<file path="src/rtl/prbs_link_pkg.sv">
`timescale 1ns/1ps
// Package: shared constants, symbol encodings, state types and PRBS-31 helpers
// for the link tester. Assumes eight payload bits per ten-bit symbol.
package prbs_link_pkg;

    localparam int DW         = 8;                          // payload bits per symbol
    localparam int SW         = DW + 2;                     // symbol width with header
    localparam int PRBS_LEN   = 31;                         // generator length
    localparam int TAP_A      = 30;                         // x^31 term
    localparam int TAP_B      = 27;                         // x^28 term
    localparam int SEED_WORDS = (PRBS_LEN + DW - 1) / DW;   // words to fill predictor
    localparam int EW         = $clog2(DW + 1);             // per-word error count width

    localparam logic [1:0]    HDR_DATA  = 2'b01;
    localparam logic [1:0]    HDR_CTRL  = 2'b10;
    localparam logic [DW-1:0] PAY_ALIGN = 8'h7C;
    localparam logic [DW-1:0] PAY_IDLE  = 8'h00;
    localparam logic [SW-1:0] SYM_ALIGN = {HDR_CTRL, PAY_ALIGN};
    localparam logic [SW-1:0] SYM_IDLE  = {HDR_CTRL, PAY_IDLE};

    typedef logic [PRBS_LEN-1:0] prbs_state_t;

    typedef enum logic [1:0] {TX_IDLE, TX_TRAIN, TX_DATA} tx_state_e;
    typedef enum logic [1:0] {RX_HUNT, RX_TRAINED, RX_SEED, RX_LOCKED} rx_state_e;

    // Next DW generator bits, earliest bit in the MSB.
    function automatic logic [DW-1:0] prbs_word(input prbs_state_t s);
        prbs_state_t   t;
        logic          b;
        logic [DW-1:0] w;
        t = s;
        w = '0;
        for (int i = 0; i < DW; i++) begin
            b         = t[TAP_A] ^ t[TAP_B];
            w[DW-1-i] = b;
            t         = {t[PRBS_LEN-2:0], b};
        end
        return w;
    endfunction

    // Generator state after DW steps.
    function automatic prbs_state_t prbs_adv(input prbs_state_t s);
        prbs_state_t t;
        logic        b;
        t = s;
        for (int i = 0; i < DW; i++) begin
            b = t[TAP_A] ^ t[TAP_B];
            t = {t[PRBS_LEN-2:0], b};
        end
        return t;
    endfunction

    // Number of set bits in a payload word.
    function automatic logic [EW-1:0] ones(input logic [DW-1:0] v);
        logic [EW-1:0] n;
        n = '0;
        for (int i = 0; i < DW; i++) begin
            n = n + EW'(v[i]);
        end
        return n;
    endfunction

endpackage

</file>
<file path="src/rtl/link_tx.sv">
`timescale 1ns/1ps
// Transmit half: sends idle symbols until started, then TRAIN_LEN alignment
// symbols, then PRBS-31 data symbols. Output is registered. Assumes start is
// synchronous to clk.
module link_tx
    import prbs_link_pkg::*;
#(
    parameter int          TRAIN_LEN = 128,
    parameter prbs_state_t PRBS_SEED = 31'h1A5A1234
) (
    input  logic          clk,
    input  logic          rst_n,
    input  logic          link_rst,
    input  logic          start,
    output logic [SW-1:0] tx_sym
);

    localparam int CW = $clog2(TRAIN_LEN) + 1;

    tx_state_e   st;
    logic [CW-1:0] cnt;
    prbs_state_t lfsr;

    // Sequencer: idle -> training burst -> PRBS data, with restart on start.
    always_ff @(posedge clk) begin
        if (!rst_n || link_rst) begin
            st     <= TX_IDLE;
            cnt    <= '0;
            lfsr   <= PRBS_SEED;
            tx_sym <= SYM_IDLE;
        end else begin
            case (st)
                TX_IDLE: begin
                    tx_sym <= SYM_IDLE;
                    if (start) begin
                        st   <= TX_TRAIN;
                        cnt  <= '0;
                        lfsr <= PRBS_SEED;
                    end
                end
                TX_TRAIN: begin
                    tx_sym <= SYM_ALIGN;
                    cnt    <= cnt + CW'(1);
                    if (cnt == CW'(TRAIN_LEN - 1)) begin
                        st <= TX_DATA;
                    end
                end
                TX_DATA: begin
                    tx_sym <= {HDR_DATA, prbs_word(lfsr)};
                    lfsr   <= prbs_adv(lfsr);
                    if (start) begin
                        st   <= TX_TRAIN;
                        cnt  <= '0;
                        lfsr <= PRBS_SEED;
                    end
                end
                default: st <= TX_IDLE;
            endcase
        end
    end

endmodule

</file>
<file path="src/rtl/rx_framer.sv">
`timescale 1ns/1ps
// Receive framing: hunts for LOCK_RUN consecutive alignment symbols, then
// feeds SEED_WORDS data payloads into the predictor and enters the locked
// state. It leaves lock when the error monitor reports a drop. Assumes
// symbols are already word aligned by the deserializer.
module rx_framer
    import prbs_link_pkg::*;
#(
    parameter int LOCK_RUN = 16
) (
    input  logic          clk,
    input  logic          rst_n,
    input  logic          link_rst,
    input  logic [SW-1:0] rx_sym,
    input  logic          drop,
    output logic          load,
    output logic          cmp,
    output logic          hdr_ok,
    output logic [DW-1:0] payload,
    output logic          trained,
    output logic          locked
);

    localparam int RW  = $clog2(LOCK_RUN) + 1;
    localparam int SCW = $clog2(SEED_WORDS) + 1;

    rx_state_e      st;
    logic [RW-1:0]  run;
    logic [SCW-1:0] scnt;
    logic           is_align;

    // Symbol decode and strobes for the predictor.
    always_comb begin
        is_align = (rx_sym == SYM_ALIGN);
        hdr_ok   = (rx_sym[SW-1 -: 2] == HDR_DATA);
        payload  = rx_sym[DW-1:0];
        load     = ((st == RX_TRAINED) || (st == RX_SEED)) && hdr_ok;
        cmp      = (st == RX_LOCKED);
        trained  = (st != RX_HUNT);
        locked   = (st == RX_LOCKED);
    end

    // Framing state machine: hunt, trained, seeding, locked.
    always_ff @(posedge clk) begin
        if (!rst_n || link_rst) begin
            st   <= RX_HUNT;
            run  <= '0;
            scnt <= '0;
        end else begin
            case (st)
                RX_HUNT: begin
                    if (is_align) begin
                        if (run == RW'(LOCK_RUN - 1)) begin
                            st  <= RX_TRAINED;
                            run <= '0;
                        end else begin
                            run <= run + RW'(1);
                        end
                    end else begin
                        run <= '0;
                    end
                end
                RX_TRAINED: begin
                    if (hdr_ok) begin
                        st   <= RX_SEED;
                        scnt <= SCW'(1);
                    end else if (!is_align) begin
                        st <= RX_HUNT;
                    end
                end
                RX_SEED: begin
                    if (hdr_ok) begin
                        if (scnt == SCW'(SEED_WORDS - 1)) begin
                            st <= RX_LOCKED;
                        end else begin
                            scnt <= scnt + SCW'(1);
                        end
                    end else begin
                        st <= RX_HUNT;
                    end
                end
                RX_LOCKED: begin
                    if (drop) begin
                        st <= RX_HUNT;
                    end
                end
                default: st <= RX_HUNT;
            endcase
        end
    end

endmodule

</file>
<file path="src/rtl/prbs_checker.sv">
`timescale 1ns/1ps
// Local PRBS-31 predictor: shifts received payloads in while loading, then
// free-runs on its own prediction and reports the mismatching bits of each
// compared word. A symbol with a non-data header counts as DW errors.
module prbs_checker
    import prbs_link_pkg::*;
(
    input  logic          clk,
    input  logic          rst_n,
    input  logic          load,
    input  logic          cmp,
    input  logic          hdr_ok,
    input  logic [DW-1:0] payload,
    output logic [EW-1:0] word_errs
);

    prbs_state_t st;

    // Predictor state: seed from the line, then advance independently.
    always_ff @(posedge clk) begin
        if (!rst_n) begin
            st <= '0;
        end else if (load) begin
            st <= {st[PRBS_LEN-DW-1:0], payload};
        end else if (cmp) begin
            st <= prbs_adv(st);
        end
    end

    // Bit errors of the word being compared this cycle.
    always_comb begin
        word_errs = '0;
        if (cmp) begin
            word_errs = hdr_ok ? ones(payload ^ prbs_word(st)) : EW'(DW);
        end
    end

endmodule

</file>
<file path="src/rtl/err_monitor.sv">
`timescale 1ns/1ps
// Error accounting: saturating error counter, compared-bit counter, and a
// WIN_LEN-word window that requests a lock drop when its error sum would
// exceed WIN_MAX_ERR. The window restarts whenever comparing stops.
module err_monitor
    import prbs_link_pkg::*;
#(
    parameter int ERR_W       = 32,
    parameter int BIT_W       = 48,
    parameter int WIN_LEN     = 1024,
    parameter int WIN_MAX_ERR = 64
) (
    input  logic             clk,
    input  logic             rst_n,
    input  logic             link_rst,
    input  logic             cmp,
    input  logic [EW-1:0]    word_errs,
    output logic             drop,
    output logic             retrain_req,
    output logic [ERR_W-1:0] err_count,
    output logic [BIT_W-1:0] bit_count
);

    localparam int WCW  = $clog2(WIN_LEN) + 1;
    localparam int SUMW = $clog2(WIN_MAX_ERR + DW + 1) + 1;
    localparam logic [ERR_W-1:0] ERR_MAX = {ERR_W{1'b1}};

    logic [WCW-1:0]  win_cnt;
    logic [SUMW-1:0] win_err;
    logic [SUMW-1:0] win_sum;
    logic [ERR_W:0]  err_ext;

    // Window total including this word, drop decision, widened error sum.
    always_comb begin
        win_sum = win_err + SUMW'(word_errs);
        drop    = cmp && (win_sum > SUMW'(WIN_MAX_ERR));
        err_ext = {1'b0, err_count} + (ERR_W + 1)'(word_errs);
    end

    // Counters, window bookkeeping and retrain pulse.
    always_ff @(posedge clk) begin
        if (!rst_n || link_rst) begin
            err_count   <= '0;
            bit_count   <= '0;
            win_cnt     <= '0;
            win_err     <= '0;
            retrain_req <= 1'b0;
        end else begin
            retrain_req <= drop;
            if (cmp) begin
                bit_count <= bit_count + BIT_W'(DW);
                err_count <= err_ext[ERR_W] ? ERR_MAX : err_ext[ERR_W-1:0];
                if (drop || (win_cnt == WCW'(WIN_LEN - 1))) begin
                    win_cnt <= '0;
                    win_err <= '0;
                end else begin
                    win_cnt <= win_cnt + WCW'(1);
                    win_err <= win_sum;
                end
            end else begin
                win_cnt <= '0;
                win_err <= '0;
            end
        end
    end

endmodule

</file>
<file path="src/rtl/prbs_link_tester.sv">
`timescale 1ns/1ps
// Top: transmit sequencer plus receive framer, predictor and error monitor
// for a PRBS-31 link test. Assumes both halves run from one shared clock and
// that the deserializer presents whole, aligned symbols.
module prbs_link_tester
    import prbs_link_pkg::*;
#(
    parameter int          TRAIN_LEN   = 128,
    parameter int          LOCK_RUN    = 16,
    parameter int          WIN_LEN     = 1024,
    parameter int          WIN_MAX_ERR = 64,
    parameter int          ERR_W       = 32,
    parameter int          BIT_W       = 48,
    parameter prbs_state_t PRBS_SEED   = 31'h1A5A1234
) (
    input  logic             clk,
    input  logic             rst_n,
    input  logic             link_rst,
    input  logic             start,
    output logic [SW-1:0]    tx_sym,
    input  logic [SW-1:0]    rx_sym,
    output logic             rx_trained,
    output logic             rx_locked,
    output logic             retrain_req,
    output logic [ERR_W-1:0] err_count,
    output logic [BIT_W-1:0] bit_count
);

    logic          load;
    logic          cmp;
    logic          hdr_ok;
    logic [DW-1:0] payload;
    logic [EW-1:0] word_errs;
    logic          drop;

    link_tx #(
        .TRAIN_LEN (TRAIN_LEN),
        .PRBS_SEED (PRBS_SEED)
    ) u_tx (
        .clk      (clk),
        .rst_n    (rst_n),
        .link_rst (link_rst),
        .start    (start),
        .tx_sym   (tx_sym)
    );

    rx_framer #(
        .LOCK_RUN (LOCK_RUN)
    ) u_framer (
        .clk      (clk),
        .rst_n    (rst_n),
        .link_rst (link_rst),
        .rx_sym   (rx_sym),
        .drop     (drop),
        .load     (load),
        .cmp      (cmp),
        .hdr_ok   (hdr_ok),
        .payload  (payload),
        .trained  (rx_trained),
        .locked   (rx_locked)
    );

    prbs_checker u_chk (
        .clk       (clk),
        .rst_n     (rst_n),
        .load      (load),
        .cmp       (cmp),
        .hdr_ok    (hdr_ok),
        .payload   (payload),
        .word_errs (word_errs)
    );

    err_monitor #(
        .ERR_W       (ERR_W),
        .BIT_W       (BIT_W),
        .WIN_LEN     (WIN_LEN),
        .WIN_MAX_ERR (WIN_MAX_ERR)
    ) u_mon (
        .clk         (clk),
        .rst_n       (rst_n),
        .link_rst    (link_rst),
        .cmp         (cmp),
        .word_errs   (word_errs),
        .drop        (drop),
        .retrain_req (retrain_req),
        .err_count   (err_count),
        .bit_count   (bit_count)
    );

endmodule

</file>
<file path="config.mk">
export PLATFORM = sky130hd
export DESIGN_NAME = prbs_link_tester
export DESIGN_NICKNAME = d
export VERILOG_FILES = /design/src/rtl/prbs_link_pkg.sv /design/src/rtl/link_tx.sv /design/src/rtl/rx_framer.sv /design/src/rtl/prbs_checker.sv /design/src/rtl/err_monitor.sv /design/src/rtl/prbs_link_tester.sv
export SDC_FILE = /design/constraint.sdc
export NUM_CORES = 1
export LEC_CHECK = 0
export BUFFER_PORTS_ARGS = -buffer_cell sky130_fd_sc_hd__buf_4
export CORE_ASPECT_RATIO = 2
export CORE_UTILIZATION = 30
export CTS_CLUSTER_DIAMETER = 150
export DETAILED_ROUTE_END_ITERATION = 16
export SLEW_MARGIN = 20
export SYNTH_ARGS = -nofsm -noshare
export SYNTH_HDL_FRONTEND = slang
export SYNTH_SLANG_ARGS = --single-unit
</file>
<file path="constraint.sdc">
create_clock -name clk -period 7 [get_ports clk]
set_input_delay 1.05 -clock clk [delete_from_list [all_inputs] [get_ports clk]]
set_output_delay 1.05 -clock clk [all_outputs]
set_load 0.05 [all_outputs]
</file>
Yosys cells after proc, flatten, opt, wreduce, memory -nomap -nowiden
Cells that the tools add are included.
- register bits: 192
- output and inout bits: 93
- bits of input ports: 14
- word-level logic and storage cells: 117
- multiplexer cells: 28
- $add $sub $neg: 14
- equal/unequal tests: 22
- $lt $le $gt $ge: 1
- bitwise logic cells: 18
- reductions and logical operators: 21
- operators with widths (kind ; number):
    31-bit 2-to-1 mux ; 4
    31-bit one-hot mux with 2 select lines ; 1
    48-bit by 4-bit adder with 48-bit output (second input constant) ; 1
    32-bit by 4-bit adder with 33-bit output ; 1
    32-bit 2-to-1 mux ; 1
    10-bit one-hot mux with 3 select lines ; 1
    4-bit by 1-bit adder with 4-bit output ; 6
    2-bit 2-to-1 mux ; 9
    8-bit one-hot mux with 2 select lines ; 1
    1-bit bitwise XOR ; 16
    2-bit by 1-bit != test with 1-bit output (second input constant) ; 6
    11-bit by 1-bit adder with 11-bit output (second input constant) ; 1
    11-bit by 10-bit == test with 1-bit output (second input constant) ; 1
    10-bit == test (second input constant) ; 1
    5-bit 2-to-1 mux ; 2
    2-bit nonzero test ; 5
    3-bit 2-to-1 mux ; 3
    8-bit by 1-bit adder with 8-bit output (second input constant) ; 1
    8-bit by 4-bit adder with 8-bit output ; 1
    8-bit by 7-bit == test with 1-bit output (second input constant) ; 1
    8-bit by 7-bit > comparator with 1-bit output (second input constant) ; 1
    4-bit 2-to-1 mux ; 2
    8-bit 2-to-1 mux ; 1
    2-bit one-hot mux with 4 select lines ; 1
    other kinds (24) ; 36

Longest topological paths before layout
Gate-level depths: netlist of run 1.
- depth after elaboration: 16
- mapped depth: 20
- depth with buffers taken out: 18

Modules after synthesis
Synthesis of run 1 repeated with hierarchy kept, for this count alone.
- cells, all modules: 1067
- area, all modules: 9462.8 um^2
- modules (own cells, without submodules) (module ; area each (um^2) ; times used ; cells each ; sequential area each (um^2)):
    err_monitor ; 4813.4 ; 1 ; 548 ; 1941.9
    link_tx ; 2265.9 ; 1 ; 251 ; 1021.0
    prbs_checker ; 1649.1 ; 1 ; 178 ; 620.6
    rx_framer ; 734.5 ; 1 ; 90 ; 200.2

Worst setup path before layout of run 1
OpenSTA, ideal clock, no wires.
- kind: input to register
- start: in rx_sym[0]
- end: reg u_mon.win_cnt[6]
- setup time: 0.062 ns
- cell stages on the path: 18
- slack: 1.097 ns
- data arrival time: 5.841 ns
- required time: 6.938 ns
- path buffers: 2
- cell sequence: xnor2_1 -> ha_1 -> fa_1 -> inv_1 -> fa_1 -> fa_1 -> inv_1 -> fa_1 -> nand3_1 -> fa_1 -> or2b_1 -> a21oi_1 -> mux2_2 -> o31a_1 -> or4b_1 -> buf_2 -> buf_6 -> nor2_2
- longest elaborated chain between the ends: 15
- ends and longest elaborated chain (element ; RTL line ; text):
    start, declared ; prbs_link_tester.sv:21 ; input logic [SW-1:0] rx_sym,
    8-bit bitwise XOR ; prbs_checker.sv:34 ; word_errs = hdr_ok ? ones(payload ^ prbs_word(st)) : EW'(DW);
    1-bit by 1-bit adder with 2-bit output ; prbs_link_pkg.sv:58 ; n = n + EW'(v[i]);
    4-bit by 1-bit adder with 4-bit output (6 in series) ; prbs_link_pkg.sv:58 ;
    4-bit 2-to-1 mux ; prbs_checker.sv:34 ;
    4-bit 2-to-1 mux ; prbs_checker.sv:33 ; if (cmp) begin
    8-bit by 4-bit adder with 8-bit output ; err_monitor.sv:35 ; win_sum = win_err + SUMW'(word_errs);
    8-bit by 7-bit > comparator with 1-bit output ; err_monitor.sv:36 ; drop = cmp && (win_sum > SUMW'(WIN_MAX_ERR));
    1-bit logical AND ; err_monitor.sv:36 ;
    1-bit logical OR ; err_monitor.sv:53 ; if (drop || (win_cnt == WCW'(WIN_LEN - 1))) begin
    3-bit OR reduction (no source line) ; -- ;
    end signal, assigned ; err_monitor.sv:57 ; win_cnt <= win_cnt + WCW'(1);
    end, declared ; err_monitor.sv:28 ; logic [WCW-1:0] win_cnt;
Every way passes these cells.
A chain may end at the register's enable or synchronous reset.

Worst setup path in the final report of run 1
- start: in rx_sym[0]
- end: reg u_mon.win_cnt[3]
Same word-level chain as after synthesis.

==> results of run 1 <==
## final cells by class
cell class,count,area (um^2)
Fill cell,2980,18300
Multi-Input combinational cell,768,4730
Sequential cell,189,3780
Timing Repair Buffer,109,818
Clock buffer,21,480
Tap cell,360,450
Clock inverter,11,154
Inverter,31,116
## cells by family after synthesis
| logic type | after synthesis | synth area share (%) |
|---|---|---|
| AND/OR/NAND/NOR | 441 | 24.6 |
| adder cells (fa/ha/maj) | 32 | 5.05 |
| multiplexers | 12 | 1.39 |
| flip-flops | 189 | 42.9 |
| AO/OA/AOI/OAI | 182 | 12.6 |
| other | 1 | 0.0426 |
| XOR/XNOR | 97 | 9.64 |
| buffers and inverters | 82 | 3.73 |
## metal layers
| layer | global-route usage [%] | vias to the layer above |
|---|---|---|
| met1 | 14.3 | 3497 |
| li1 | - | 3703 |
| met3 | 3.19 | 43 |
| met4 | 8.86 | 0 |
| met2 | 29.4 | 112 |
| met5 | 0 | - |
## registers in the layout, indices dropped and copies added, names as in the netlist
signal	count
u_chk.st	31
u_framer.run	5
u_framer.scnt	3
u_framer.st	2
u_mon.bit_count	45
u_mon.err_count	32
u_mon.retrain_req	1
u_mon.win_cnt	11
u_mon.win_err	8
u_tx.cnt	8
u_tx.lfsr	31
u_tx.st	2
u_tx.tx_sym	10
## worst min-delay path, stage by stage (launching register included)
cell and delay [ps]:
dfxtp_1 310, nand2_1 50, a21oi_1 30
## final timing paths
kind | startpoint | endpoint | slack, ps | cells past startpoint
max | rx_sym[0] | u_mon.win_cnt[3]$_SDFF_PP0_ | 990 | 17
min | u_framer.run[4]$_SDFFE_PP0P_ | u_framer.run[4]$_SDFFE_PP0P_ | 430 | 2
max reg2reg | u_chk.st[23]$_SDFFE_PN0P_ | u_mon.win_cnt[3]$_SDFF_PP0_ | 1050 | 17
min reg2reg | u_framer.run[4]$_SDFFE_PP0P_ | u_framer.run[4]$_SDFFE_PP0P_ | 430 | 2
## per-stage QoR
step	hold WS, ps	power (mW)	worst slack, ps	cells
after detailed placement	424	1.19	491	1457
final	434	2.21	988	1489
after global placement	421	1.19	590	1457
after floorplan	408	1.16	1100	1039
after global routing	440	2.29	678	1489
after CTS	436	2.25	979	1489
## cell usage in the layout (no fill, tap or decap), types with 10 or more instances in the layout
master,synthesis,layout
xnor2_1,49,49
a211oi_1,12,12
dfxtp_1,189,189
nor2b_1,16,15
nand3_1,37,37
and2_1,15,15
clkbuf_16,0,17
inv_1,31,31
a21boi_0,25,25
nor3_1,27,27
nor2_1,122,122
buf_4,3,109
o21ai_0,39,39
xor2_1,48,48
nand2_1,116,116
a22oi_1,10,10
nand3b_1,15,15
ha_1,26,26
a21oi_1,70,70
nand4_1,30,30
## power by group
| group | total (mW) | switching (mW) | internal (mW) |
|---|---|---|---|
| sequential | 1.08 | 0.00171 | 1.08 |
| clock | 1.05 | 0.444 | 0.606 |
| combinational | 0.0813 | 0.0534 | 0.0279 |
==> results by group, run 1 <==
STA
  • Final Critical Period: 6010 ps
  • RSZ-0062 raised after global routing: false
  • Final setup viols: 0
  • Final period util: 85.9%
  • TNS Setup: 0 ps
  • Final hold violation count: 0
  • Worst-Margin Slew: 836 ps
  • Max_slew headroom: between 40% and 50%
  • Max Slew Vio Count: 0
  • FMAX: between 0.15 and 0.2 GHz
  • Final setup skew: between 9 and 10 ps

Logic synthesis
  • Post-synth top area share: 42.9%
  • Gate Count Post-Synth: 1,036
  • Seq/Total Area, Yosys: between 40% and 50%
  • Synthesis Warnings: 0
  • Synth area leaders: dfxtp_1 43%, nor2_1 5.2%, nand2_1 4.9%
  • Ys flop type: dfxtp_1
  • Most instantiated cells after synthesis: 189 x dfxtp_1, 122 x nor2_1, 116 x nand2_1
  • Count of cell types in the netlist: 58
  • Async set-reset flop share out of synthesis: 0%
  • EDFF count, synth: 0
  • Top-count cell post-synth: dfxtp_1
  • Synthesized area per cell: 8.51 um^2
  • Post-synth top area cell: dfxtp_1
  • Mapped Area: 0.00881 mm^2
  • Synth Register Bits: 189

Power and ir drop
  • Max VDD drop: 0.000158 V
  • Pwr Density: 210 mW/mm^2
  • Leakage: ~3.8 nW

Critical path
  • Setup crit end kind: flip-flop
  • CP cell instances: buf_4 > xnor2_1 > ha_1 > fa_1 > inv_1 > fa_1 > fa_1 > inv_1 > fa_1 > nand3_1 > fa_1 > or2b_1 > a21oi_1 > mux2_2 > o31a_1 > or4b_1 > nor2_1
  • CP peak stage delay: approximately 850 ps
  • Critical Path AT: 6380 ps
  • Crit path buffers/inverters: 3
  • Worst-path maximum fanout: 16
  • CP Class: in -> reg
  • Data required time of the critical path: approximately 7400 ps
  • Most used cell, CP: fa_1
  • Critical path's top delay family: adder cells
  • Crit start category: primary input
  • Slowest-stage cell, CP: or4b_1

Clock network
  • CTS HTree Levels: 4
  • Setup bufs post-CTS: 0
  • Clock Latency Late Sink: 450 ps
  • Max Root-Sink Buffers: 2
  • Worst-path clk slew: 70 ps
  • CTS resizes: 0
  • Clk sinks: 189
  • Cts bufs inserted: 17
  • CTS tree: built
  • CTS root buffer: clkbuf_16
  • Hold Buf Count CTS: 0

Cells and area
  • Final Cell Area: roughly 0.011 mm^2
  • Share of layout cells above drive strength 1: 14.3%
  • Antenna diodes: 0
  • NumNets Final: 1,162
  • Syn-to-layout area delta: 19.5%
  • Final Util: 36.5%

Drt
  • Drt pass-1 iters: 5
  • Routed vias: 7,355
  • WL met2: approximately 12,000 um
  • DRT met1 WL: 8150 um
  • Final wirelength: ~22,000 um
  • DR WL met3: 602 um
  • Vias per std cell: 4.94
  • Top Metal Used: met4
  • WL/cell: 14.7 um
  • DRC Markers: 0
  • Post-route ant nets: 0
  • Initial drt markers: 304

Global routing
  • First-pass GRT wire length: 35,600 um
  • Remaining Overflow, GRT: 0
  • Initial antenna violation count: 0
  • Largest net degree at the start of global routing: 71
  • Vias in the first global route: 7,076
  • GRT Util Overall: 15.3%

Hold path
  • Hold WC Path Type: reg -> reg

Die
  • Chip height: 244 um
  • Standard-cell rows: 88
  • Starting Density: between 30% and 40%
  • Core Box Area: slightly below 0.03 mm^2
  • Die area: 0.0301 mm^2
  • Die X: 123 um
  • Top Ports: 107

Placed design
  • Placement-stage cell area: 0.00990 mm^2
  • Detail Placement HPWL: 16,000 um
  • Buffers added on ports: 103
  • Final Wtd Congestion: 0.819

Flow run
  • Max Cap Viol: 0

Status
  • Outcome: completed
No activity file was read; power rests on OpenSTA's default activity.
==> inputs of run 2 (changes only) <==
PLACE_DENSITY_LB_ADDON = 0.05   (was not set)
==> results by group, run 2 (synthesis results as in run 1) <==
Cells and area
  • Commonest non-fill, non-tap cell in the layout: dfxtp_1
  • Share of layout cells above drive strength 1: 14.3% (+0.089 points)
  • Multi-input logic area: 0.00473 mm^2 (about the same)
  • Final-layout fill cell count: 3,081 (+3.4%)
  • Reg with most FFs: u_mon.bit_count
  • Max reg flops: 45 (unchanged)
  • Largest regs: u_mon.bit_count: 45 flops, u_mon.err_count: 32 flops
  • Antenna diodes: 0 (unchanged)
  • NumNets Final: 1,162 (unchanged)
  • Most frequent cells in the layout: 189 x dfxtp_1, 121 x nor2_1, 116 x nand2_1
  • Sequential cell area: 0.00378 mm^2 (unchanged)
  • Finished Layout Cells: 1,489 (unchanged)
  • Syn-to-layout area delta: 18.9%

Power and ir drop
  • Max VDD drop: 0.000174 V (+10%)
  • Pwr Density: 204 mW/mm^2 (-2.8%)
  • Leakage: 3.77 nW (-0.89%)

Critical path
  • Reg-to-Reg End: u_mon.win_err[6]$_SDFF_PP0_
  • Crit start category: primary input
  • Worst R2R Path Depth: 17 (unchanged)
  • Data required time of the critical path: 7380 ps (about the same)
  • Worst-path maximum fanout: 16 (unchanged)
  • R2R Setup Slk: 980 ps (-70 ps)
  • Critical Path AT: 6470 ps (+90 ps)
  • CP Class: in -> reg
  • Setup crit end kind: flip-flop
  • Worst r2r src: u_chk.st[23]$_SDFFE_PN0P_

Clock network
  • CTS resizes: 0 (unchanged)
  • CTS HTree Levels: 4 (unchanged)
  • Setup bufs post-CTS: 0 (unchanged)
  • Cts bufs inserted: 17 (unchanged)
  • CTS tree: built
  • Worst-path clk slew: 70 ps (about the same)
  • Clock Latency Late Sink: 450 ps (about the same)
  • Hold Buf Count CTS: 0 (unchanged)
  • Max Root-Sink Buffers: 2 (unchanged)
  • CTS root buffer: clkbuf_16
  • Clk sinks: 189 (unchanged)

Die
  • Top Ports: 107 (unchanged)
  • Standard-cell rows: 88 (unchanged)
  • Core Box Area: 0.0288 mm^2 (unchanged)
  • Die area: 0.0301 mm^2 (unchanged)
  • Chip height: 244 um (unchanged)
  • Die X: 123 um (unchanged)
  • Starting Density: 30.5% (unchanged)

Drt
  • Post-route ant nets: 0 (unchanged)
  • Routed vias: 7,278 (-1.0%)
  • Vias per std cell: 4.89 (-1.0%)
  • Final wirelength: 24,400 um (+11%)
  • WL/cell: 16.4 um (+11%)
  • DRC Markers: 0 (unchanged)
  • Initial drt markers: 297 (-2.3%)
  • Drt pass-1 iters: 4 (-1)

STA
  • Final Critical Period: 6090 ps (+81.4 ps)
  • Max Slew Vio Count: 0 (unchanged)
  • TNS Setup: 0 ps (unchanged)
  • Final hold violation count: 0 (unchanged)
  • Final setup skew: 7.47 ps (-1.77 ps)
  • Final period util: 87.0% (+1.2 points)
  • Max_slew headroom: 28.5% (-16 points)
  • Final Worst Setup Slack: 907 ps (-81.4 ps)
  • Final setup viols: 0 (unchanged)
  • FMAX: 0.164 GHz (-1.3%)
  • Final Hold Slack: 431 ps (-3.09 ps)
  • RSZ-0062 raised after global routing: false
  • Worst-Margin Slew: 1070 ps (+235 ps)

Placed design
  • Final Wtd Congestion: 0.775 (-5.4%)
  • Placed cell count: 1,457 (unchanged)
  • Pre-CTS setup slack: 379 ps (-113 ps)
  • Buffers added on ports: 103 (unchanged)
  • Detail Placement HPWL: 17,800 um (+11%)

Global routing
  • Remaining Overflow, GRT: 0 (unchanged)
  • GRT Util Overall: 16.9% (+1.6 points)
  • First-pass GRT wire length: 38,600 um (+8.2%)
  • Vias in the first global route: 7,182 (+1.5%)
  • Initial antenna violation count: 0 (unchanged)
  • Largest net degree at the start of global routing: 72 (+1.4%)

Hold path
  • Hold Path Origin: u_framer.run[4]$_SDFFE_PP0P_
  • Hold WC Path Type: reg -> reg
  • Worst-case hold path end point: u_framer.run[4]$_SDFFE_PP0P_
  • Hold Path Depth: 2 (unchanged)

Status
  • Outcome: completed

Flow run
  • Max Cap Viol: 0 (unchanged)
[run 2: cell types whose count changed in the layout (fill, tap and decap cells not counted), sizes merged]
cell / delta
clkinv: +3
bufinv: -2
clkinvlp: +2
inv: -2
clkbuf: -1
[run 2: routing by layer]
| metal | GRT usage, % | routed length [um] | up-vias |
|---|---|---|---|
| met4 | 7.44 | 743 | 0 |
| met2 | 33.1 | 14000 | 93 |
| met1 | 16.3 | 9070 | 3457 |
| met5 | 0 | 0 | - |
| li1 | - | - | 3698 |
| met3 | 3.22 | 535 | 30 |
[run 2: area by class of cell]
| class | instances | area share [%] |
|---|---|---|
| Multi-Input combinational cell | 768 | 45.2 |
| Sequential cell | 189 | 36.1 |
| Timing Repair Buffer | 109 | 7.81 |
| Clock buffer | 20 | 4.45 |
| Tap cell | 360 | 4.30 |
| Inverter | 31 | 1.11 |
| Clock inverter | 12 | 1.07 |
[run 2: power by group]
part	switching (mW)	leakage, nW	internal [mW]
clock network	0.453	0.283	0.522
logic	0.0562	1.97	0.0286
registers	0.00195	1.52	1.08
[run 2: how the worst max path moves through the flow]
stage / cells past startpoint / startpoint / to
floorplan: 18 / rx_sym[0] / u_mon.win_cnt[6]$_SDFF_PP0_
global placement: 17 / rx_sym[0] / u_mon.win_err[5]$_SDFF_PP0_
detailed placement: 17 / rx_sym[0] / u_mon.win_err[5]$_SDFF_PP0_
CTS: 17 / rx_sym[0] / u_mon.win_cnt[5]$_SDFF_PP0_
global route: 17 / rx_sym[0] / u_mon.win_cnt[2]$_SDFF_PP0_
finish: 17 / rx_sym[0] / u_mon.win_err[6]$_SDFF_PP0_
[run 2: through the flow]
step                      power (mW)  util [%]  area [um^2]
after floorplan                 1.16         -         8820
after global placement          1.19      34.3         9900
after detailed placement        1.19      34.3         9900
after CTS                       2.19      36.3        10500
after global routing            2.23      36.3        10500
final                           2.14      36.3        10500
[run 2: critical path, cell delays in order]
cell     delay (ps)
buf_4           120
xnor2_1         120
ha_1            340
fa_1            600
inv_1            70
fa_1            560
fa_1            210
inv_1            60
fa_1            480
nand3_1         180
fa_1            490
or2b_1          260
a21oi_1         250
mux2_2          390
o31a_1          240
or4b_1          860
nor2b_1         200
